**src/rtl/evt_timer_pkg.sv**
```systemverilog
package evt_timer_pkg;

    localparam int REG_W = 32;

    // global word offsets inside block 0 (16-byte block index 0)
    localparam int WOFS_IDENT  = 0;
    localparam int WOFS_TICK   = 1;
    localparam int WOFS_GCTL   = 2;
    localparam int WOFS_STATUS = 3;
    // counter lives at block 1, word 0; channels start at block 2
    localparam int BLK_COUNT   = 1;
    localparam int BLK_CHAN0   = 2;

    // channel config bit positions
    localparam int CB_LEVEL  = 1;
    localparam int CB_IE     = 2;
    localparam int CB_PER    = 3;
    localparam int CB_PERCAP = 4;
    localparam int CB_ARM    = 6;
    localparam int CB_M32    = 8;
    localparam int ROUTE_LSB = 9;
    localparam int ROUTE_W   = 5;

    typedef struct packed {
        logic               ie;
        logic               level;
        logic               periodic;
        logic               arm;
        logic               mode32;
        logic [ROUTE_W-1:0] route;
        logic [REG_W-1:0]   cmp;
        logic [REG_W-1:0]   intv;
        logic               sts;
        logic               pulse;
    } chan_st_t;

endpackage

```
**src/rtl/evt_main_count.sv**
```systemverilog
module evt_main_count #(
    parameter int CW = 32
) (
    input  logic          clk,
    input  logic          rst_n,
    input  logic          run,
    input  logic          load,
    input  logic [CW-1:0] load_val,
    output logic [CW-1:0] value
);

    typedef struct packed {
        logic [CW-1:0] cnt;
    } cnt_st_t;

    cnt_st_t st_d, st_q;

    always_comb begin
        st_d = st_q;
        if (run) begin
            st_d.cnt = st_q.cnt + CW'(1);
        end else if (load) begin
            st_d.cnt = load_val;
        end
    end

    always_ff @(posedge clk or negedge rst_n) begin
        if (!rst_n) begin
            st_q <= '0;
        end else begin
            st_q <= st_d;
        end
    end

    assign value = st_q.cnt;

    AST_CNT_FROZEN: assert property (@(posedge clk) disable iff (!rst_n)
        (!run && !load) |=> value == $past(value));
    AST_CNT_STEP: assert property (@(posedge clk) disable iff (!rst_n)
        run |=> value == $past(value) + CW'(1));
    AST_CNT_LOAD_HALTED: assert property (@(posedge clk) disable iff (!rst_n)
        (!run && load) |=> value == $past(load_val));

endmodule

```
**src/rtl/evt_channel.sv**
```systemverilog
module evt_channel
    import evt_timer_pkg::*;
#(
    parameter bit PERIODIC_OK = 1'b1
) (
    input  logic             clk,
    input  logic             rst_n,
    input  logic             tick,
    input  logic [REG_W-1:0] count,
    input  logic             cfg_we,
    input  logic             cmp_we,
    input  logic [REG_W-1:0] wdata,
    input  logic             sts_clr,
    output logic [REG_W-1:0] cfg_rd,
    output logic [REG_W-1:0] cmp_rd,
    output logic             sts,
    output logic             irq
);

    chan_st_t st_d, st_q;
    logic     match;

    assign match = tick && (count == st_q.cmp);

    always_comb begin
        st_d       = st_q;
        st_d.pulse = match && st_q.ie && !st_q.level;

        if (cfg_we) begin
            st_d.level    = wdata[CB_LEVEL];
            st_d.ie       = wdata[CB_IE];
            st_d.periodic = wdata[CB_PER] & PERIODIC_OK;
            st_d.arm      = wdata[CB_ARM];
            st_d.mode32   = wdata[CB_M32];
            st_d.route    = wdata[ROUTE_LSB +: ROUTE_W];
        end

        if (match && st_q.periodic) begin
            st_d.cmp = st_q.cmp + st_q.intv;
        end

        if (cmp_we) begin
            if (st_q.arm) begin
                st_d.cmp = wdata;
                st_d.arm = 1'b0;
            end else if (st_q.periodic) begin
                st_d.intv = wdata;
            end else begin
                st_d.cmp = wdata;
            end
        end

        if (sts_clr) begin
            st_d.sts = 1'b0;
        end
        if (match) begin
            st_d.sts = 1'b1;
        end
    end

    always_ff @(posedge clk or negedge rst_n) begin
        if (!rst_n) begin
            st_q <= '0;
        end else begin
            st_q <= st_d;
        end
    end

    always_comb begin
        cfg_rd                         = '0;
        cfg_rd[CB_LEVEL]               = st_q.level;
        cfg_rd[CB_IE]                  = st_q.ie;
        cfg_rd[CB_PER]                 = st_q.periodic;
        cfg_rd[CB_PERCAP]              = PERIODIC_OK;
        cfg_rd[CB_ARM]                 = st_q.arm;
        cfg_rd[CB_M32]                 = st_q.mode32;
        cfg_rd[ROUTE_LSB +: ROUTE_W]   = st_q.route;
    end

    assign cmp_rd = st_q.cmp;
    assign sts    = st_q.sts;
    assign irq    = st_q.level ? (st_q.sts && st_q.ie) : st_q.pulse;

    AST_MATCH_SETS_STATUS: assert property (@(posedge clk) disable iff (!rst_n)
        match |=> sts);
    AST_CLEAR_TAKES: assert property (@(posedge clk) disable iff (!rst_n)
        (sts_clr && !match) |=> !sts);
    AST_EDGE_PULSE: assert property (@(posedge clk) disable iff (!rst_n)
        (match && st_q.ie && !st_q.level && !cfg_we) |=> irq);
    AST_PERIODIC_STEP: assert property (@(posedge clk) disable iff (!rst_n)
        (match && st_q.periodic && !cmp_we) |=> cmp_rd == $past(st_q.cmp + st_q.intv));
    AST_ARM_ONCE: assert property (@(posedge clk) disable iff (!rst_n)
        (cmp_we && st_q.arm) |=> (!st_q.arm && cmp_rd == $past(wdata)));

endmodule

```
**src/rtl/evt_regfile.sv**
```systemverilog
module evt_regfile
    import evt_timer_pkg::*;
#(
    parameter int          NUM_CH    = 3,
    parameter int          ADDR_W    = 8,
    parameter logic [15:0] VENDOR_ID = 16'h1D0F,
    parameter logic [7:0]  REV_ID    = 8'h02,
    parameter logic [31:0] PERIOD_FS = 32'd10_000_000
) (
    input  logic                    clk,
    input  logic                    rst_n,
    input  logic                    wr_en,
    input  logic [ADDR_W-1:0]       addr,
    input  logic [NUM_CH-1:0]       wlow,
    input  logic [REG_W-1:0]        count,
    input  logic [NUM_CH*REG_W-1:0] ch_cfg,
    input  logic [NUM_CH*REG_W-1:0] ch_cmp,
    input  logic [NUM_CH-1:0]       ch_sts,
    output logic                    run,
    output logic                    cnt_load,
    output logic [NUM_CH-1:0]       cfg_we,
    output logic [NUM_CH-1:0]       cmp_we,
    output logic [NUM_CH-1:0]       sts_clr,
    output logic [REG_W-1:0]        rdata
);

    localparam int BLK_W = ADDR_W - 4;

    typedef struct packed {
        logic run;
    } gbl_st_t;

    gbl_st_t            st_d, st_q;
    logic [BLK_W-1:0]   blk;
    logic [1:0]         wsel;
    logic               aligned;
    logic               hit_gctl, hit_status, hit_count;
    logic [REG_W-1:0]   ident_word;

    assign blk     = addr[ADDR_W-1:4];
    assign wsel    = addr[3:2];
    assign aligned = (addr[1:0] == 2'b00);

    assign hit_gctl   = aligned && blk == '0 && wsel == 2'(WOFS_GCTL);
    assign hit_status = aligned && blk == '0 && wsel == 2'(WOFS_STATUS);
    assign hit_count  = aligned && blk == BLK_W'(BLK_COUNT) && wsel == 2'd0;

    assign ident_word = {VENDOR_ID, 3'b000, 5'(NUM_CH - 1), REV_ID};

    always_comb begin
        st_d = st_q;
        if (wr_en && hit_gctl) begin
            st_d.run = wlow[0];
        end
    end

    always_ff @(posedge clk or negedge rst_n) begin
        if (!rst_n) begin
            st_q <= '0;
        end else begin
            st_q <= st_d;
        end
    end

    assign run      = st_q.run;
    assign cnt_load = wr_en && hit_count;
    assign sts_clr  = (wr_en && hit_status) ? wlow : '0;

    generate
        for (genvar g = 0; g < NUM_CH; g++) begin : g_dec
            logic hit_blk;
            assign hit_blk   = aligned && blk == BLK_W'(BLK_CHAN0 + g);
            assign cfg_we[g] = wr_en && hit_blk && wsel == 2'd0;
            assign cmp_we[g] = wr_en && hit_blk && wsel == 2'd1;
        end
    endgenerate

    always_comb begin
        rdata = '0;
        if (aligned) begin
            if (blk == '0) begin
                case (wsel)
                    2'(WOFS_IDENT):  rdata = ident_word;
                    2'(WOFS_TICK):   rdata = PERIOD_FS;
                    2'(WOFS_GCTL):   rdata = {{(REG_W-1){1'b0}}, st_q.run};
                    default:         rdata = {{(REG_W-NUM_CH){1'b0}}, ch_sts};
                endcase
            end else if (blk == BLK_W'(BLK_COUNT) && wsel == 2'd0) begin
                rdata = count;
            end else begin
                for (int i = 0; i < NUM_CH; i++) begin
                    if (blk == BLK_W'(BLK_CHAN0 + i)) begin
                        if (wsel == 2'd0) rdata = ch_cfg[i*REG_W +: REG_W];
                        if (wsel == 2'd1) rdata = ch_cmp[i*REG_W +: REG_W];
                    end
                end
            end
        end
    end

    AST_WRITE_EXCLUSIVE: assert property (@(posedge clk) disable iff (!rst_n)
        $onehot0({cfg_we, cmp_we, cnt_load}));
    AST_CLEAR_NEEDS_WRITE: assert property (@(posedge clk) disable iff (!rst_n)
        (|sts_clr) |-> wr_en);

endmodule

```
**src/rtl/evt_timer_array.sv**
```systemverilog
module evt_timer_array
    import evt_timer_pkg::*;
#(
    parameter int          NUM_CH        = 3,
    parameter int          ADDR_W        = 8,
    parameter logic [15:0] VENDOR_ID     = 16'h1D0F,
    parameter logic [7:0]  REV_ID        = 8'h02,
    parameter logic [31:0] PERIOD_FS     = 32'd10_000_000,
    parameter logic [31:0] PERIODIC_MASK = 32'h0000_0005
) (
    input  logic              clk,
    input  logic              rst_n,
    input  logic              bus_wr,
    input  logic [ADDR_W-1:0] bus_addr,
    input  logic [31:0]       bus_wdata,
    output logic [31:0]       bus_rdata,
    output logic [NUM_CH-1:0] irq
);

    logic                    run;
    logic                    cnt_load;
    logic [REG_W-1:0]        count;
    logic [NUM_CH-1:0]       cfg_we, cmp_we, sts_clr, ch_sts;
    logic [NUM_CH*REG_W-1:0] ch_cfg, ch_cmp;

    evt_regfile #(
        .NUM_CH    (NUM_CH),
        .ADDR_W    (ADDR_W),
        .VENDOR_ID (VENDOR_ID),
        .REV_ID    (REV_ID),
        .PERIOD_FS (PERIOD_FS)
    ) u_regs (
        .clk      (clk),
        .rst_n    (rst_n),
        .wr_en    (bus_wr),
        .addr     (bus_addr),
        .wlow     (bus_wdata[NUM_CH-1:0]),
        .count    (count),
        .ch_cfg   (ch_cfg),
        .ch_cmp   (ch_cmp),
        .ch_sts   (ch_sts),
        .run      (run),
        .cnt_load (cnt_load),
        .cfg_we   (cfg_we),
        .cmp_we   (cmp_we),
        .sts_clr  (sts_clr),
        .rdata    (bus_rdata)
    );

    evt_main_count #(.CW(REG_W)) u_count (
        .clk      (clk),
        .rst_n    (rst_n),
        .run      (run),
        .load     (cnt_load),
        .load_val (bus_wdata),
        .value    (count)
    );

    generate
        for (genvar g = 0; g < NUM_CH; g++) begin : g_ch
            evt_channel #(.PERIODIC_OK(PERIODIC_MASK[g])) u_ch (
                .clk     (clk),
                .rst_n   (rst_n),
                .tick    (run),
                .count   (count),
                .cfg_we  (cfg_we[g]),
                .cmp_we  (cmp_we[g]),
                .wdata   (bus_wdata),
                .sts_clr (sts_clr[g]),
                .cfg_rd  (ch_cfg[g*REG_W +: REG_W]),
                .cmp_rd  (ch_cmp[g*REG_W +: REG_W]),
                .sts     (ch_sts[g]),
                .irq     (irq[g])
            );
        end
    endgenerate

endmodule

```
**config.mk**
```make
export PLATFORM = sky130hd
export DESIGN_NAME = evt_timer_array
export DESIGN_NICKNAME = d
export VERILOG_FILES = /design/src/rtl/evt_timer_pkg.sv /design/src/rtl/evt_main_count.sv /design/src/rtl/evt_channel.sv /design/src/rtl/evt_regfile.sv /design/src/rtl/evt_timer_array.sv
export SDC_FILE = /design/constraint.sdc
export NUM_CORES = 1
export LEC_CHECK = 0
export BUFFER_PORTS_ARGS = -buffer_cell sky130_fd_sc_hd__buf_4
export CORE_ASPECT_RATIO = 0.6
export CORE_MARGIN = 2
export CORE_UTILIZATION = 45
export CTS_CLUSTER_DIAMETER = 120
export CTS_CLUSTER_SIZE = 10
export DETAILED_ROUTE_END_ITERATION = 12
export GPL_ROUTABILITY_DRIVEN = 0
export PLACE_DENSITY = 0.63
export RECOVER_POWER = 50
export SLEW_MARGIN = 10
export SYNTH_ARGS = -nofsm -noshare
export SYNTH_HDL_FRONTEND = slang
export SYNTH_SLANG_ARGS = --single-unit
```
**constraint.sdc**
```tcl
create_clock -name clk -period 6 [get_ports clk]
set_clock_uncertainty 0.15 [all_clocks]
set_input_delay 0.6 -clock clk [delete_from_list [all_inputs] [get_ports clk]]
set_output_delay 0.6 -clock clk [all_outputs]
set_load 0.05 [all_outputs]
```
**Word level (Yosys, flattened, before mapping)**

Index checks and enable logic that the tools add are counted.

- Divide/modulo/power cells: 0
- Shift operators: 0
- Reduce and logical (&&, ||, !) cells: 47
- Multiply operators: 0
- Bitwise gates (word level): 2
- Magnitude comparators: 0
- $add $sub $neg: 3
- Equality and inequality tests: 10
- Multiplexer cells: 47

Operator list:

| operator | number |
|---|---|
| $mux 32 | 23 |
| $mux 64 | 3 |
| $eq 32x32->1 | 3 |
| $pmux 29 s3 | 1 |
| $add 32x32->32 | 2 |
| $logic_and 1x1->1 | 35 |
| $add 32x1->32 const B | 1 |
| $mux 7 | 3 |
| $mux 1 | 15 |
| $mux 14 | 1 |
| $eq 4x2->1 const B | 2 |
| $reduce_bool 2->1 | 4 |
| $reduce_and 3->1 | 2 |
| $eq 2x2->1 const B | 2 |
| $eq 4x1->1 const B | 1 |
| $eq 4x3->1 const B | 1 |
| $logic_not 2->1 | 2 |
| $logic_not 4->1 | 1 |
| $logic_not 1->1 | 3 |
| $mux 3 | 1 |
| $eq 2x1->1 const B | 1 |
| $not 1->1 | 2 |

- Bits of input ports: 43
- Bits in read-only memories: 0
- Latch bits: 0
- Bits in registers: 228
- Memories: 0
- Logic and storage cells: 139
- RAM bits: 0
- Output and inout bits: 35

**Longest topological paths before layout**

Gate-level depths: netlist of the first run.

- Word-level depth: 13
- Gate-level depth with buffers: 11
- Mapped depth without buffers: 11

**Hierarchy**

A second synthesis of the first run with hierarchy kept.

- Cell total of the unflattened synthesis: 1,950
- Area total of the unflattened synthesis: 17,998.5 µm²

By module, submodules not included:

| module | times used | area each (µm²) | sequential area each (µm²) | cells an instance |
|---|---|---|---|---|
| evt_channel at g_ch[0].u_ch | 1 | 5,667.9 | 1,901.8 | 604 |
| evt_channel at g_ch[2].u_ch | 1 | 5,470.2 | 1,901.8 | 589 |
| evt_channel at g_ch[1].u_ch | 1 | 2,452.4 | 1,076.0 | 205 |
| evt_regfile | 1 | 2,378.5 | 25.0 | 312 |
| evt_main_count | 1 | 2,029.4 | 800.8 | 240 |

**Least setup slack after synthesis of the first run**

Ideal clock, no wire load.

- Path type: input-to-output
- Start: in bus_addr[4]
- End: out bus_rdata[1]
- Stages on the path: 6
- Arrival: 3.005 ns
- Setup slack: 2.245 ns
- Data required time: 5.250 ns
- Buffers on the path: 2
- Cells stage by stage: clkbuf_1 -> clkbuf_1 -> a21oi_1 -> nor2_1 -> o221ai_1 -> a311oi_1

- Word-level cells in the longest chain between the ends: 11
- Elaborated cells on any way between the ends: 16
- Those cells by class: eq/ne: 4; mux: 10; reduce/logical: 2

Ends and longest elaborated chain:

| element | line | source |
|---|---|---|
| from (decl) | evt_timer_array.sv:14 | `input logic [ADDR_W-1:0] bus_addr,` |
| $eq 4x2->1 | evt_regfile.sv:92 | `if (blk == BLK_W'(BLK_CHAN0 + i)) begin` |
| $mux 32 | evt_regfile.sv:92 |  |
| $mux 32 | evt_regfile.sv:93 | `if (wsel == 2'd0) rdata = ch_cfg[i*REG_W +: REG_W];` |
| $mux 32 | evt_regfile.sv:94 | `if (wsel == 2'd1) rdata = ch_cmp[i*REG_W +: REG_W];` |
| $mux 32 | evt_regfile.sv:92 |  |
| $mux 32 | evt_regfile.sv:93 |  |
| $mux 32 | evt_regfile.sv:94 |  |
| $mux 32 | evt_regfile.sv:92 |  |
| $mux 32 | evt_regfile.sv:88 | `end else if (blk == BLK_W'(BLK_COUNT) && wsel == 2'd0) begin` |
| $mux 32 * | evt_regfile.sv:81 | `if (blk == '0) begin` |
| $mux 32 * | evt_regfile.sv:80 | `if (aligned) begin` |
| to (decl) | evt_timer_array.sv:16 | `output logic [31:0] bus_rdata,` |

Every way passes the cells marked *; elsewhere a longest branch is shown, timed or not.

**Final worst setup path of the first run**

- Start: in bus_addr[4]
- End: out bus_rdata[9]

Same word-level chain as after synthesis.

==> results.md, run 1 <==
- Status: finished, violations left
- Failing checks: capacitance limit, slew limit
- Post-layout min period: 4190 ps
- Pins Over Slew Limit: 38
- Pre-CTS setup slack: 2060 ps
- Worst Setup Path Type: in -> out
- Commonest cells post-synth: nand2_1, dfrtp_1, a21oi_1, nor2_1, o21ai_0
- Row cnt: between 50 and 60
- Post-synth EDFFs: 0
- Share of cells above drive strength 1: 12.3%
- Synthesis-stage register bit count: 228
- Finished Cell Area: 17000 sq um
- Fin Setup TNS: 0 ps
- DR WL/cell: approximately 24 microns
- Worst Path Required: between 5000 and 6000 ps
- Part of the cycle the worst path needs: about 70%
- Antenna-violating nets left: 0
- Max_slew headroom: -28.9%
- Placed cell area: about 16000 sq um
- DR iter-0 viols: roughly 1600
- Worst-margin pin slew: 1930 ps
- Diode count: 0
- First-pass GRT wire length: 82000 microns
- Reg clk slew, reported paths: 60 ps
- Nets: 1890
- Worst-Skew Late Latency: 560 ps
- Die Wd: 243 microns
- Layout fillers: 3166
- Post-Synthesis Cells: between 1500 and 2000
- Max-Cap Viols: 1
- Tot GR Track Use: 29.7%
- Reg2reg start: u_count.value[9]$_DFFE_PN0P_
- Die H: 148 microns
- Congestion Overflow GR: 0
- Cell variety after synth: 70
- CP startpoint: bus_addr[4]
- Most frequent cell after synthesis: nand2_1
- Starting density of the core: around 46%
- Initial antenna violation count: 0
- Critical path endpoint category: output pin
- Ys async rst share: 100%
- Worst setup SP type: input port
- Vias in the first global route: 13100
- Largest area contributor in the netlist: dfrtp_1
- Syn_nets: 1888
- Total core area: 33800 sq um
- TritonCTS buffer count: 26
- Vias after detailed routing: 14000
- Post-synth top area share: 36.9%
- Drt total wl: 53600 microns
- Drt first pass iters: 9
- Hold Vio Cnt, Final: 0
- CTS root buf: clkbuf_16
- CTS resizes: 0
- Clk buf depth: 3
- DRC: 0
- Largest net degree at the start of global routing: 162
- Max rail drop VDD: 229 uV
- Cell total after placement: 2212
- Final setup fails: 0
- Unrepaired setup endpoints after global routing: false
- Worst min-delay path category: in -> reg
- Die ar.: approximately 36000 sq um
- Area of the multi-input gates: 9190 sq um
- Syn Area/Cell: 8.68 sq um
- Ys Warns: 0
- Pleak: 7.82 nW
- Seq/Total Area, Yosys: 36.9%
- Crit path DAT: 3440 ps
- Syn-to-layout area delta: 9.79%
- CTS tree: yes
- Dpl hpwl: 39500 microns
- Post-route setup slack: 1810 ps
- Clk sinks: 228
- Fin cells: 2241
- H-Tree Depth: 1
- Synthesized area: 15500 sq um
- Crit-path max FO: 40
- PortBufs: 77
- Seq. cell area: around 5700 sq um
- I/O Pins: between 70 and 80
- Power Density: about 240 nW/um^2
- Top_reg_cell synth: dfrtp_1
- F_max: 239 MHz
- Largest cells by area after synthesis: dfrtp_1, nand2_1, a21oi_1, mux2_2, xor2_1
- Hold_sp: bus_wdata[2]
- Vias per inst: 6.25
layout make-up:
class                           instances  area share, %
Multi-Input combinational cell       1406           54.2
Sequential cell                       228           33.6
Timing Repair Buffer                   94           4.18
Clock buffer                           28           4.06
Tap cell                              459           3.38
Inverter                               26          0.575
sequential cells by signal, indices dropped and copies added, names as in the netlist:
| signal | count |
|---|---|
| g_ch.u_ch.cfg_rd | 29 |
| g_ch.u_ch.cmp_rd | 96 |
| g_ch.u_ch.st_q | 67 |
| g_ch.u_ch.sts | 3 |
| u_count.value | 32 |
| u_regs.run | 1 |
stage by stage:
| step | power, W | hold WS (ps) | util, % |
|---|---|---|---|
| 2_1_floorplan | 0.00229 | 154 | - |
| 3_3_place_gp | 0.00259 | 323 | 48.2 |
| 3_5_place_dp | 0.00260 | 329 | 48.2 |
| 4_1_cts | 0.00403 | 153 | 50.3 |
| 5_1_grt | 0.00421 | 156 | 50.2 |
| 6_report | 0.00406 | 163 | 50.2 |
timing repair:
item	4_1_cts	5_1_grt
hold buffers	1	0
buffers inserted	0	0
hold endpoints to repair	67	0
where the power goes:
group	switching (W)	internal (W)	total, W
registers	0.000234	0.00163	0.00187
clock network	0.000649	0.000797	0.00145
logic	0.000467	0.000283	0.000750
cell usage in the layout, fill, tap and decap left out, types with 14 or more instances in the layout:
cell	Yosys	routed
buf_4	4	85
nand2_1	248	247
nor4_1	23	20
a21oi_1	174	174
o21ai_0	96	96
and3_1	23	23
a211oi_1	18	18
mux2i_1	65	65
xnor2_1	54	54
a311oi_1	14	14
ha_1	63	63
xor2_1	91	91
clkbuf_16	0	27
nor3_1	29	29
inv_1	26	26
mux2_2	76	76
dfrtp_1	228	228
a21o_1	32	32
nand4_1	17	17
nand3_1	46	44
nor2_1	166	166
kinds of logic after synthesis:
| group | synth area share (%) |
|---|---|
| simple gates | 17.8 |
| compound gates | 17.9 |
| flops | 36.9 |
| buf+inv | 3.89 |
| xor+xnor | 8.22 |
| mux | 9.89 |
| fa+ha+maj | 5.36 |
critical path, cell delays in order:
cell and delay [ps]:
buf_4 270, nor4b_1 380, clkbuf_1 690, nand2_1 440, o22ai_1 290, a211oi_1 90
o21ai_0 210, a21oi_1 200, buf_4 230
per-layer routing:
layer  up-vias  part of all wire (%)  global-route usage [%]
met2       752                    40                    41.2
met1      6846                    46                    45.7
met5         -                     0                       0
met4         0                   2.2                    6.53
met3        85                    11                    8.10
li1       6329                     -                       -
worst paths after layout:
path	endpoint	slack, ps	cells after the start
setup / recovery	bus_rdata[9]	1810	9
hold / removal	g_ch[2].u_ch.cmp_rd[2]$_DFF_PN0_	160	3
setup reg to reg	g_ch[0].u_ch.cmp_rd[30]$_DFF_PN0_	2260	9
hold reg to reg	g_ch[2].u_ch.st_q[2]$_DFFE_PN0P_	340	2
max in group asynchronous	g_ch[1].u_ch.cfg_rd[11]$_DFFE_PN0P_	3890	3
min in group asynchronous	g_ch[2].u_ch.st_q[27]$_DFFE_PN0P_	410	2
No activity file was read; power rests on OpenSTA's default activity.
==> run 2: changes to the inputs <==
==> constraint.sdc (replaced) <==
create_clock -name clk -period 4.2 [get_ports clk]
set_clock_uncertainty 0.15 [all_clocks]
set_input_delay 0.42 -clock clk [delete_from_list [all_inputs] [get_ports clk]]
set_output_delay 0.42 -clock clk [all_outputs]
set_load 0.05 [all_outputs]
==> run 2 against run 1 <==
Against the previous run: the flow still finishes with violations (capacitance limit, slew limit); power increased by 43%; global-route usage is 0.13 points lower; die area stayed put; clock power up 42%; critical path depth shrank 1; cell count up 1.2%; core utilization is 0.69 points higher; combinational power grew 47%; sequential share of layout area down 0.46 points; wire length fell by 0.17%; register-to-register slack worse by 1600 ps; final area increased by 1.4%; largest cell class unchanged; largest power group unchanged.
==> results.md, run 2 (synthesized netlist as in run 1, its figures left out) <==
- TritonCTS buffer count: 26 (unchanged)
- Nets: 1917 (was 1890)
- Vias in the first global route: 13000 (was 13100)
- Largest register FFs: 96 (unchanged)
- Power, Total: 0.00583 W (was 0.00406 W)
- Most common library cell in the layout ignoring fill and taps: nand2_1 (unchanged)
- Hold Vio Cnt, Final: 0 (unchanged)
- Sw Share: 33.3% (was 33.2%)
- Worst-Skew Late Latency: 560 ps (about the same)
- Share of cells above drive strength 1: 13.1% (was 12.3%)
- FF-to-FF setup slack: 660 ps (was 2260 ps)
- Diode count: 0 (unchanged)
- Row cnt: 52 (unchanged)
- H-Tree Depth: 1 (unchanged)
- Worst Setup Path Type: in -> out (unchanged)
- Clk buf depth: 3 (unchanged)
- CTS tree: yes (unchanged)
- Int Power: 0.00389 W (was 0.00271 W)
- Hold path cells: 3 (unchanged)
- CTS resizes: 0 (unchanged)
- Die Wd: 243 microns (unchanged)
- DR WL/cell: 23.6 microns (was 23.9 microns)
- Total core area: 33800 sq um (unchanged)
- DRC: 0 (unchanged)
- Crit-path max FO: 31 (was 40)
- Worst-margin pin slew: 2310 ps (was 1930 ps)
- Die ar.: 35900 sq um (unchanged)
- Clk sinks: 228 (unchanged)
- DR iter-0 viols: 1479 (was 1575)
- Hold Crit Endpoint: g_ch[1].u_ch.cmp_rd[16]$_DFFE_PN0P_ (was g_ch[2].u_ch.cmp_rd[2]$_DFF_PN0_)
- F_max: roughly 280 MHz
- I/O Pins: 78 (unchanged)
- Vias per inst: 6.16 (was 6.25)
- Die H: 148 microns (unchanged)
- Postcts setup bufs: 0 (unchanged)
- Pleak: 7.95 nW (was 7.82 nW)
- Switch Pwr: 0.00194 W (was 0.00135 W)
- Antenna-violating nets left: 0 (unchanged)
- Power Density: 339 nW/um^2 (was 240 nW/um^2)
- Most frequent cells in the layout: nand2_1, dfrtp_1, a21oi_1 (unchanged)
- Comb pwr share: 18.9% (was 18.5%)
- Drt first pass iters: 6 (was 9)
- Tot GR Track Use: 29.6% (was 29.7%)
- Layout fillers: 3089 (was 3166)
- Worst hold margin: 8.15 ps (was 163 ps)
- Largest net degree at the start of global routing: 83 (was 162)
- Max_slew headroom: -54.0% (was -28.9%)
- Reg clk slew, reported paths: 60 ps (about the same)
- Crit Reg-Reg Endpoint: g_ch[2].u_ch.cmp_rd[31]$_DFF_PN0_ (was g_ch[0].u_ch.cmp_rd[30]$_DFF_PN0_)
- Dpl hpwl: 39900 microns (was 39500 microns)
- Worst min-delay path category: in -> reg (unchanged)
- Unrepaired setup endpoints after global routing: false (unchanged)
- Reg2reg start: g_ch[2].u_ch.cmp_rd[1]$_DFF_PN0_ (was u_count.value[9]$_DFFE_PN0P_)
- Crit path max-delay family: simple AND/OR/NAND/NOR gates (was buffers and inverters)
- Worst path bufs/invs: 3 (unchanged)
- Worst Path Required: 3630 ps (was 5250 ps)
- Part of the cycle the worst path needs: 86.2%
- Max-Cap Viols: 2 (was 1)
- Critical path endpoint category: output pin (unchanged)
- Max rail drop VDD: 271 uV (was 229 uV)
- Status: finished, violations left (unchanged)
- Placed cell area: 16400 sq um (was 16300 sq um)
- First-pass GRT wire length: 81100 microns (was 82000 microns)
- Crit-path cells: buf_4 > inv_1 > nor2_1 > nand2_1 > nor2_1 > a21oi_1 > a21oi_1 > buf_4 (was buf_4 > nor4b_1 > clkbuf_1 > nand2_1 > o22ai_1 > a211oi_1 > o21ai_0 > a21oi_1 > buf_4)
- Final setup fails: 0 (unchanged)
- Congestion Overflow GR: 0 (unchanged)
- CTS root buf: clkbuf_16 (unchanged)
- Worst-case reg-to-reg path depth: 10 (was 9)
- Fin Setup TNS: 0 ps (unchanged)
- Clock power frac: 35.2% (was 35.6%)
- Syn-to-layout area delta: 11.3% (was 9.79%)
- CP peak stage delay: 590 ps (was 690 ps)
- Drt total wl: 53500 microns (was 53600 microns)
- Pins Over Slew Limit: 119 (was 38)
- PortBufs: 77 (unchanged)
- Starting density of the core: 45.8% (unchanged)
- Worst setup SP type: input port (unchanged)
- Hold_buf cts: 13 (was 1)
- Initial antenna violation count: 1 (was 0)
- Failing checks: capacitance limit, slew limit (unchanged)
- Post-layout min period: ~3600 ps
- Hold_sp: bus_wdata[16] (was bus_wdata[2])
- Finished Cell Area: 17200 sq um (was 17000 sq um)
- Crit path DAT: 3050 ps (was 3440 ps)
- Vias after detailed routing: 14000 (about the same)
- Slowest-stage cell, CP: nand2_1 (was clkbuf_1)
- Flop pwr share: 45.8% (was 46.0%)
-- run 2: worst max-delay path by stage --
stage,startpoint,to,cells after the start
2_1_floorplan,bus_addr[4],bus_rdata[1],6
3_3_place_gp,g_ch[2].u_ch.cmp_rd[0]$_DFF_PN0_,g_ch[2].u_ch.cmp_rd[24]$_DFF_PN0_,11
3_5_place_dp,g_ch[2].u_ch.cmp_rd[1]$_DFF_PN0_,g_ch[2].u_ch.cmp_rd[31]$_DFF_PN0_,10
4_1_cts,g_ch[2].u_ch.cmp_rd[1]$_DFF_PN0_,g_ch[2].u_ch.cmp_rd[31]$_DFF_PN0_,10
5_1_grt,rst_n,g_ch[1].u_ch.cmp_rd[15]$_DFFE_PN0P_,3
6_report,bus_addr[2],bus_rdata[19],8
-- run 2: area by class of cell --
class                           instances  area, sq um  area share [%]
Clock buffer                           28          689            4.01
Inverter                               26         97.6           0.567
Multi-Input combinational cell       1406         9200            53.5
Sequential cell                       228         5710            33.2
Tap cell                              459          574            3.34
Timing Repair Buffer                  121          937            5.45
-- run 2: tightest hold or removal path: stages --
cell,delay [ps]
buf_4,140
nand2_1,60
nand2_1,50
-- run 2: metal layers --
metal | track usage, % | routed length (microns) | vias to the layer above
met4 | 7.70 | 1450 | 2
met5 | 1.07 | 51 | -
met1 | 44.8 | 24800 | 6802
li1 | - | - | 6369
met3 | 9.95 | 6160 | 96
met2 | 39.6 | 21100 | 691
-- run 2: stage by stage --
step                      setup slack (ps)  util (%)  cells
after floorplan                        805         -   1780
after global placement                 859      48.6   2227
after detailed placement               717      48.6   2227
after CTS                              708      51.0   2268
after global routing                   316      50.9   2268
final                                  579      50.9   2268
-- run 2: power by group through the flow --
stage / combinational [W] / clock [W] / sequential, W
CTS: 0.00106 / 0.00208 / 0.00266
floorplan: 0.000827 / 0 / 0.00245
finish: 0.00110 / 0.00206 / 0.00267
detailed placement: 0.00104 / 0 / 0.00270
global route: 0.00118 / 0.00216 / 0.00269
global placement: 0.00104 / 0 / 0.00269
